$ cat src/rtl/irq_track_pkg.sv
package irq_track_pkg;

    typedef enum logic [1:0] {
        RA_PEND  = 2'd0,
        RA_ISR   = 2'd1,
        RA_EOI   = 2'd2,
        RA_SPARE = 2'd3
    } reg_addr_e;

    // Bit position of internal source i in the pending word.
    // Index 0 sits at bit 0; bit 1 is left empty; the rest follow from bit 2.
    function automatic int pend_bit(input int i);
        return (i == 0) ? 0 : i + 1;
    endfunction

endpackage

$ cat src/rtl/irq_pend_bank.sv
module irq_pend_bank #(
    parameter int N_INT = 5
) (
    input  logic             clk,
    input  logic             rst_n,
    input  logic [N_INT-1:0] req_i,
    input  logic [N_INT-1:0] ack_i,
    output logic [N_INT-1:0] pend_o
);

    typedef struct packed {
        logic [N_INT-1:0] pend;
    } state_t;

    state_t st_d, st_q;

    always_comb begin
        st_d = st_q;
        for (int i = 0; i < N_INT; i++) begin
            // a fresh request wins over a same-cycle acknowledge
            st_d.pend[i] = req_i[i] | (st_q.pend[i] & ~ack_i[i]);
        end
    end

    always_ff @(posedge clk) begin
        if (!rst_n) st_q <= '0;
        else        st_q <= st_d;
    end

    assign pend_o = st_q.pend;

endmodule

$ cat src/rtl/irq_isr_bank.sv
module irq_isr_bank #(
    parameter int N_SRC  = 7,
    parameter int DATA_W = 16,
    parameter int SRC_W  = 3
) (
    input  logic              clk,
    input  logic              rst_n,
    input  logic              take_i,
    input  logic [SRC_W-1:0]  take_src_i,
    input  logic              eoi_we_i,
    input  logic [DATA_W-1:0] eoi_data_i,
    output logic [N_SRC-1:0]  isr_o
);

    typedef struct packed {
        logic [N_SRC-1:0] isr;
    } state_t;

    state_t st_d, st_q;
    logic [N_SRC-1:0] set_d, clr_d;

    always_comb begin
        st_d  = st_q;
        set_d = '0;
        clr_d = '0;
        for (int j = 0; j < N_SRC; j++) begin
            set_d[j] = take_i && (take_src_i == SRC_W'(j));
            clr_d[j] = eoi_we_i && (eoi_data_i == DATA_W'(j));
            // taking the source again in the clearing cycle keeps it in service
            st_d.isr[j] = set_d[j] | (st_q.isr[j] & ~clr_d[j]);
        end
    end

    always_ff @(posedge clk) begin
        if (!rst_n) st_q <= '0;
        else        st_q <= st_d;
    end

    assign isr_o = st_q.isr;

endmodule

$ cat src/rtl/irq_fwd.sv
module irq_fwd #(
    parameter int N_INT = 5,
    parameter int N_EXT = 2
) (
    input  logic [N_INT-1:0]       pend_i,
    input  logic [N_EXT-1:0]       ext_i,
    input  logic [N_INT+N_EXT-1:0] isr_i,
    input  logic                   nest_i,
    output logic [N_INT+N_EXT-1:0] irq_o
);

    for (genvar i = 0; i < N_INT; i++) begin : g_int
        assign irq_o[i] = pend_i[i] & ~isr_i[i];
    end

    for (genvar k = 0; k < N_EXT; k++) begin : g_ext
        assign irq_o[N_INT+k] = ext_i[k] & (~isr_i[N_INT+k] | nest_i);
    end

endmodule

$ cat src/rtl/irq_rd_mux.sv
module irq_rd_mux
    import irq_track_pkg::*;
#(
    parameter int N_INT  = 5,
    parameter int N_SRC  = 7,
    parameter int DATA_W = 16
) (
    input  logic [1:0]        addr_i,
    input  logic [N_INT-1:0]  pend_i,
    input  logic [N_SRC-1:0]  isr_i,
    output logic [DATA_W-1:0] data_o
);

    logic [DATA_W-1:0] pend_word, isr_word;

    always_comb begin
        pend_word = '0;
        for (int i = 0; i < N_INT; i++) begin
            pend_word[pend_bit(i)] = pend_i[i];
        end
        isr_word = '0;
        isr_word[N_SRC-1:0] = isr_i;
        case (addr_i)
            RA_PEND: data_o = pend_word;
            RA_ISR:  data_o = isr_word;
            default: data_o = '0;
        endcase
    end

endmodule

$ cat src/rtl/irq_track.sv
module irq_track
    import irq_track_pkg::*;
#(
    parameter  int N_INT  = 5,
    parameter  int N_EXT  = 2,
    parameter  int DATA_W = 16,
    localparam int N_SRC  = N_INT + N_EXT,
    localparam int SRC_W  = $clog2(N_SRC)
) (
    input  logic              clk,
    input  logic              rst_n,
    input  logic [N_INT-1:0]  int_req_i,
    input  logic [N_INT-1:0]  int_ack_i,
    input  logic [N_EXT-1:0]  ext_req_i,
    input  logic              nest_mode_i,
    input  logic              take_i,
    input  logic [SRC_W-1:0]  take_src_i,
    input  logic              wr_en_i,
    input  logic [1:0]        wr_addr_i,
    input  logic [DATA_W-1:0] wr_data_i,
    input  logic [1:0]        rd_addr_i,
    output logic [DATA_W-1:0] rd_data_o,
    output logic [N_SRC-1:0]  irq_o
);

    logic [N_INT-1:0] pend_q;
    logic [N_SRC-1:0] isr_q;
    logic             eoi_we;

    // pending and in-service addresses are read-only; only the EOI address acts
    assign eoi_we = wr_en_i && (wr_addr_i == RA_EOI);

    irq_pend_bank #(.N_INT(N_INT)) u_pend (
        .clk    (clk),
        .rst_n  (rst_n),
        .req_i  (int_req_i),
        .ack_i  (int_ack_i),
        .pend_o (pend_q)
    );

    irq_isr_bank #(.N_SRC(N_SRC), .DATA_W(DATA_W), .SRC_W(SRC_W)) u_isr (
        .clk        (clk),
        .rst_n      (rst_n),
        .take_i     (take_i),
        .take_src_i (take_src_i),
        .eoi_we_i   (eoi_we),
        .eoi_data_i (wr_data_i),
        .isr_o      (isr_q)
    );

    irq_fwd #(.N_INT(N_INT), .N_EXT(N_EXT)) u_fwd (
        .pend_i (pend_q),
        .ext_i  (ext_req_i),
        .isr_i  (isr_q),
        .nest_i (nest_mode_i),
        .irq_o  (irq_o)
    );

    irq_rd_mux #(.N_INT(N_INT), .N_SRC(N_SRC), .DATA_W(DATA_W)) u_rd (
        .addr_i (rd_addr_i),
        .pend_i (pend_q),
        .isr_i  (isr_q),
        .data_o (rd_data_o)
    );

endmodule

$ cat config.mk
export PLATFORM = sky130hd
export DESIGN_NAME = irq_track
export DESIGN_NICKNAME = d
export VERILOG_FILES = /design/src/rtl/irq_track_pkg.sv /design/src/rtl/irq_pend_bank.sv /design/src/rtl/irq_isr_bank.sv /design/src/rtl/irq_fwd.sv /design/src/rtl/irq_rd_mux.sv /design/src/rtl/irq_track.sv
export SDC_FILE = /design/constraint.sdc
export NUM_CORES = 1
export LEC_CHECK = 0
export BUFFER_PORTS_ARGS = -buffer_cell sky130_fd_sc_hd__buf_2
export CAP_MARGIN = 20
export CORE_UTILIZATION = 41
export DETAILED_ROUTE_END_ITERATION = 7
export GPL_TIMING_DRIVEN = 1
export PLACE_DENSITY_LB_ADDON = 0.12
export SLEW_MARGIN = 20
export SYNTH_ARGS = -nofsm -noshare
export SYNTH_HDL_FRONTEND = slang
export SYNTH_SLANG_ARGS = --single-unit
$ cat constraint.sdc
create_clock -name clk -period 4.1 [get_ports clk]
set_input_delay 0.82 -clock clk [delete_from_list [all_inputs] [get_ports clk]]
set_output_delay 0.82 -clock clk [all_outputs]
set_load 0.05 [all_outputs]
==> impl_metrics.ini, run 1 <==
[outcome]
outcome = completed

[floorplan]
fp-row-count = 15
dieHeight_microns = 46.3
io_pins = 63
dieArea_sq_mm = 0.00214
initial_core_util = 0.451
die_w_microns = 46.3
coreArea_sq_mm = 0.00178

[placement]
place.gp.congestion = 0.772
io_buffers = 53
hpwl_microns = 1560
dpl_worst_slack_ns = 1.80

[clocking]
holdBufCountCts = 0
ctsResizeCount = 0
clk_latency_ns = 0.26
cts_inserted_buffers = 3
post_cts_buffers = 0
cts_root_buf = clkbuf_4
clk_path_buf_depth = 2
htreeDepth = 1
clock-sinks = 12
cts_tree = built
clkTransAtPathRegs_ns = 0.07

[final_layout]
nets = 192
num-fill-cells = 172
final-seq-area_sq_um = 240
syn_to_final_growth_pct = 34.5
drive_gt1_frac = 0.407
num_antenna_cells = 0
multi_input_area_sq_um = 493

[timing]
setup_viol = 0
worst_slack_ns = 1.80
post-route-period-util = 0.562
fin_crit_ns = 2.30
fin_tns_setup_ns = 0
rsz0062_at_grt = false
fin_skew_ns = 0
fmax_ghz = 0.434
final_hold_viol_count = 0
slew_viol_final = 0

[critical_path]
start_kind = primary input
end_kind = output port
worstSetupPathType = in2out
crit_start = rd_addr_i[0]
critPathMostFrequentCell = buf_2
crit-reg2reg-launch = u_isr.isr_o[5]
critPathMaxStageDelay_ns = 0.21
cp_max_fo = 7
cpMaxStageDelayCell = mux2i_1
crit_required_ns = 3.28
path_cells = buf_2 -> mux2i_1 -> nor2_1 -> buf_2
cp.arrival_ns = 1.48

[synthesis]
yosysTopAreaCellShare = 0.299
yosysWarnings = 0
synth-seq-area-share = 0.299
mappedNetlistArea_sq_um = 805
synth_cells = 96
yosys.area.top_type = dfxtp_1
synth_cell_types = 29
synth-seq-cells = 12
synth.area.top_cells = dfxtp_1 30%, buf_4 8.4%, mux2i_1 6.2%
syn_avg_cell_area_sq_um = 8.38

[worst_hold_path]
min_path_type = reg2reg
min_from = u_pend.pend_o[0]

[power]
p_int_w = 0.000187
p_comb_frac = 0.334
vdd_ir_drop_max_v = 0.000143
p_sw_frac = 0.361
pwr-share-seq = 0.431
p_sw_w = 0.000106
clkPwrFrac = 0.235
leakage_nw = 0.566
power_density_mw_per_mm2 = 271

[drt]
drc = 0
drt_iter0_markers = 13
wl_microns = 1870
routedWlPerCell_microns = 10.7
ant_nets = 0
dr_total_vias = 833
drt_first_pass_iters = 4
avgViaCountPerCell = 4.76

[global_route]
antenna_found_initial = 0
grt_usage = 0.205
grt_start_max_net_pins = 10
grt_pass1_vias = 694
grt_pass1_wl_microns = 3060
grt-ovfl-total = 0

[flow_run]
maxCapViolations = 0
## layer usage
metal / part of all wire / routed length [microns] / global-route usage
met1: 0.46 / 853 / 0.258
met2: 0.49 / 909 / 0.332
met3: 0.041 / 76 / 0.0353
met4: 0.016 / 29 / 0.106
met5: 0 / 0 / 0
## sequential cells by signal, summed over array words and instances (netlist names)
name,cells
u_pend.pend_o,5
u_isr.isr_o,7
## final cells by class
class | instances | share of cell area
clock buffer | 3 | 0.0208
inverter | 8 | 0.0277
multi-input combinational | 74 | 0.455
timing repair buffer | 53 | 0.245
sequential | 12 | 0.222
tap | 25 | 0.0289
## path summary, 6_finish.rpt
path,cells past startpoint,end,slack (ns)
max,4,rd_data_o[0],1.80
min,2,u_pend.pend_o[0],0.50
max reg2reg,2,u_isr.isr_o[5],3.32
min reg2reg,2,u_pend.pend_o[0],0.50
## cells in the final DEF, fill, tap and decap left out, drive strengths merged, types with 3 or more instances in the layout
cell    netlist  layout
or4           3       3
nor4bb        3       3
mux2i         5       5
inv           7       7
nor2         11      11
buf           9      53
nor2b         8       8
conb          1       9
o21ai         3       3
clkbuf        1       3
dfxtp        12      12
a311oi        3       3
a21oi         9       9
## Yosys cell counts
master / n
nand3_1: 2
nor4_2: 1
and4b_1: 1
nand4bb_1: 1
a221oi_1: 1
inv_1: 7
and3b_1: 2
mux2i_1: 5
nor2b_1: 8
a21boi_0: 2
clkinv_1: 1
nor3b_1: 2
nor2_1: 11
nor4bb_1: 3
or4_4: 3
buf_4: 9
a21oi_1: 9
a311oi_1: 3
nand2_1: 1
conb_1: 1
nor4_4: 1
nand4b_1: 1
dfxtp_1: 12
a31oi_1: 2
nor3_1: 1
o21ai_0: 3
clkbuf_1: 1
or4b_1: 1
and2_1: 1
## power by group through the flow
stage	Clock, W	Combinational (W)	Sequential, W
detailed placement	0	0.0000979	0.000129
global placement	0	0.0000966	0.000129
CTS	0.0000725	0.0000982	0.000126
global route	0.0000770	0.000107	0.000127
finish	0.0000689	0.0000980	0.000126
floorplan	0	0.0000736	0.000128
## stage by stage
| stage | utilization | total power (W) | hold WS [ns] | instances | instance area, sq um |
|---|---|---|---|---|---|
| global placement | 0.594 | 0.000226 | 0.484 | 172 | 1060 |
| detailed placement | 0.594 | 0.000227 | 0.487 | 172 | 1060 |
| finish | 0.607 | 0.000293 | 0.498 | 175 | 1080 |
| floorplan | - | 0.000201 | 0.456 | 104 | 835 |
| CTS | 0.607 | 0.000297 | 0.504 | 175 | 1080 |
| global route | 0.607 | 0.000311 | 0.532 | 175 | 1080 |
## cell families (layout without fill, tap and decap cells)
group / Yosys count / count (layout) / synth area share
buffers and inverters: 18 / 64 / 0.126
multiplexers: 5 / 5 / 0.0622
AO/OA/AOI/OAI: 20 / 20 / 0.152
flip-flops: 12 / 12 / 0.299
AND/OR/NAND/NOR: 40 / 40 / 0.356
other: 1 / 9 / 0.00466
## critical path, delay by kind of cell
family	cells	cell delay, ns
buf+inv	2	0.40
mux	1	0.21
simple gates	1	0.06
Note: power is estimated with default switching activity, not from simulation.
==> run 2, diff against run 1 <==
ABC_AREA = 1   (was unset)
CORE_UTILIZATION = 38   (was 41)
clock period = 2.3 ns   (was 4.1 ns; I/O delays follow)
==> run 2 against run 1 <==
Compared with the run above: sequential cell count did not move; sequential share of layout area rose by 0.077 points; setup slack got worse by 1.3 ns; power rose by 79%; design area fell by 0.35%; hold slack got worse by 0.11 ns; first-iteration DRC count fell by 31%; critical endpoint is now rd_data_o[4].
==> impl_metrics.ini, run 2 <==
[synthesis]
synth-simple-area-share = 0.426
synth_compound_area_frac = 0.0939
synth_top_family_by_area = simple AND/OR/NAND/NOR gates
mappedNetlistArea_sq_um = 800
yosys.area.top_type = dfxtp_1
synth_most_common_cell = nor2_1
yosysTopAreaCellShare = 0.300
synthXorXnorAreaFrac = 0
ys.flop_type = dfxtp_1
synth-seq-cells = 12
synth_edf_count = 0
synth_common_cells = 39 x nor2_1, 23 x nand2_1, 18 x inv_1
synthMuxAreaShare = 0
synthArstFlopShare = 0
synth_fa_ha_area_frac = 0
synth.area.top_cells = dfxtp_1 30%, nor2_1 18%, nand2_1 11%
synth-seq-area-share = 0.300
syn_avg_cell_area_sq_um = 5.92
synth_cells = 135
yosysWarnings = 0
synth_cell_types = 14

[timing]
setup_viol = 0
final_hold_viol_count = 0
fmax_ghz = 0.550
fin_skew_ns = 0
slew_viol_final = 0
fin_crit_ns = 1.82
post-route-period-util = 0.791
fin_tns_setup_ns = 0
rsz0062_at_grt = false

[critical_path]
end_kind = output port
crit_required_ns = 1.84
worstRegToRegCells = 4
cpMaxStageDelayCell = buf_2
crit_start = rd_addr_i[0]
critical_path.top_delay_family = buffers and inverters
cp.arrival_ns = 1.36
worstSetupPathType = in2out
worst-path-buf-inv = 2
crit-reg2reg-launch = u_pend.pend_o[3]
path_cells = buf_2 -> or2_1 -> o21ai_0 -> buf_2
start_kind = primary input
critical_path_depth = 4
critPathMostFrequentCell = buf_2
critPathMaxStageDelay_ns = 0.29
cp_max_fo = 7

[power]
vdd_ir_drop_max_v = 0.000393
leakage_nw = 0.579
power_density_mw_per_mm2 = 486

[clocking]
clk_latency_ns = 0.27
cts_inserted_buffers = 3
cts_root_buf = clkbuf_4
post_cts_buffers = 0
clock-sinks = 12
holdBufCountCts = 0
ctsResizeCount = 0
htreeDepth = 1
clkTransAtPathRegs_ns = 0.07
clk_path_buf_depth = 2
cts_tree = built

[placement]
hpwl_microns = 1560
io_buffers = 53
place_area_sq_mm = 0.00106
place.gp.congestion = 0.783

[worst_hold_path]
min_path_type = in2reg
hold_depth = 3
min_from = int_req_i[1]

[final_layout]
largest_reg_flops = 7
final-seq-area_sq_um = 240
syn_to_final_growth_pct = 34.9
layout_common_cells = 53 x buf_2, 39 x nor2_1, 23 x nand2_1, 18 x inv_1, 14 x nand3_1
drive_gt1_frac = 0.312
num_antenna_cells = 0
design_area_sq_mm = 0.00108
multi_input_area_sq_um = 449
nets = 231
num-fill-cells = 220
final_common_cell = buf_2

[drt]
avgViaCountPerCell = 4.44
drt_iter0_markers = 9
dr_total_vias = 959
ant_nets = 0
wl_microns = 1880
drc = 0
routedWlPerCell_microns = 8.71
drt_first_pass_iters = 4

[floorplan]
die_w_microns = 47.9
fp-row-count = 16
dieArea_sq_mm = 0.00229
coreArea_sq_mm = 0.00196
io_pins = 63
dieHeight_microns = 47.9
initial_core_util = 0.408

[global_route]
grt_pass1_vias = 688
grt_start_max_net_pins = 13
grt_usage = 0.164
antenna_found_initial = 0
grt-ovfl-total = 0
grt_pass1_wl_microns = 2660

[outcome]
outcome = completed

[flow_run]
maxCapViolations = 0
==> run 2: final cells by class <==
| cell class | count | area share |
|---|---|---|
| Multi-Input combinational cell | 103 | 0.416 |
| Timing Repair Buffer | 53 | 0.246 |
| Sequential cell | 12 | 0.223 |
| Inverter | 18 | 0.0626 |
| Tap cell | 27 | 0.0313 |
| Clock buffer | 3 | 0.0209 |
==> run 2: kinds of logic after synthesis <==
family,after synthesis
flops,12
compound gates,14
simple gates,80
buf+inv,28
other cells,1
==> run 2: worst reg2reg max path, cell delays in order (launching register included) <==
cell	delay, ns
dfxtp_1	0.30
inv_1	0.09
nor2_1	0.05
nor2_1	0.08
nor2_1	0.04
==> run 2: path summary, 6_finish.rpt <==
kind / slack (ns) / end
hold / removal: 0.39 / u_pend.pend_o[1]
hold reg to reg: 0.49 / u_isr.isr_o[6]
setup / recovery: 0.48 / rd_data_o[4]
setup reg to reg: 1.62 / u_pend.pend_o[3]
==> run 2: where the power goes <==
part / total (W) / switching, W / internal (W)
Combinational: 0.000174 / 0.000124 / 0.0000494
Sequential: 0.000223 / 0.00000510 / 0.000218
Clock: 0.000128 / 0.0000671 / 0.0000607
Total: 0.000524 / 0.000196 / 0.000328
==> run 2: per-stage QoR <==
step                worst slack [ns]  instances  hold WS, ns  utilization  power, W
finish                         0.481        216        0.391        0.550  0.000524
global route                   0.426        216        0.397        0.550  0.000558
CTS                            0.503        216        0.386        0.550  0.000530
detailed placement             0.502        213        0.474        0.538  0.000401
global placement               0.531        213        0.471        0.538  0.000398
floorplan                     0.0273        143        0.449            -  0.000359
==> run 2: routing by layer <==
layer,vias up,track usage,wire [microns]
met3,0,0.0566,143
met5,-,0,0
met4,0,0.0167,0
li1,506,-,-
met1,411,0.204,822
met2,42,0.281,916
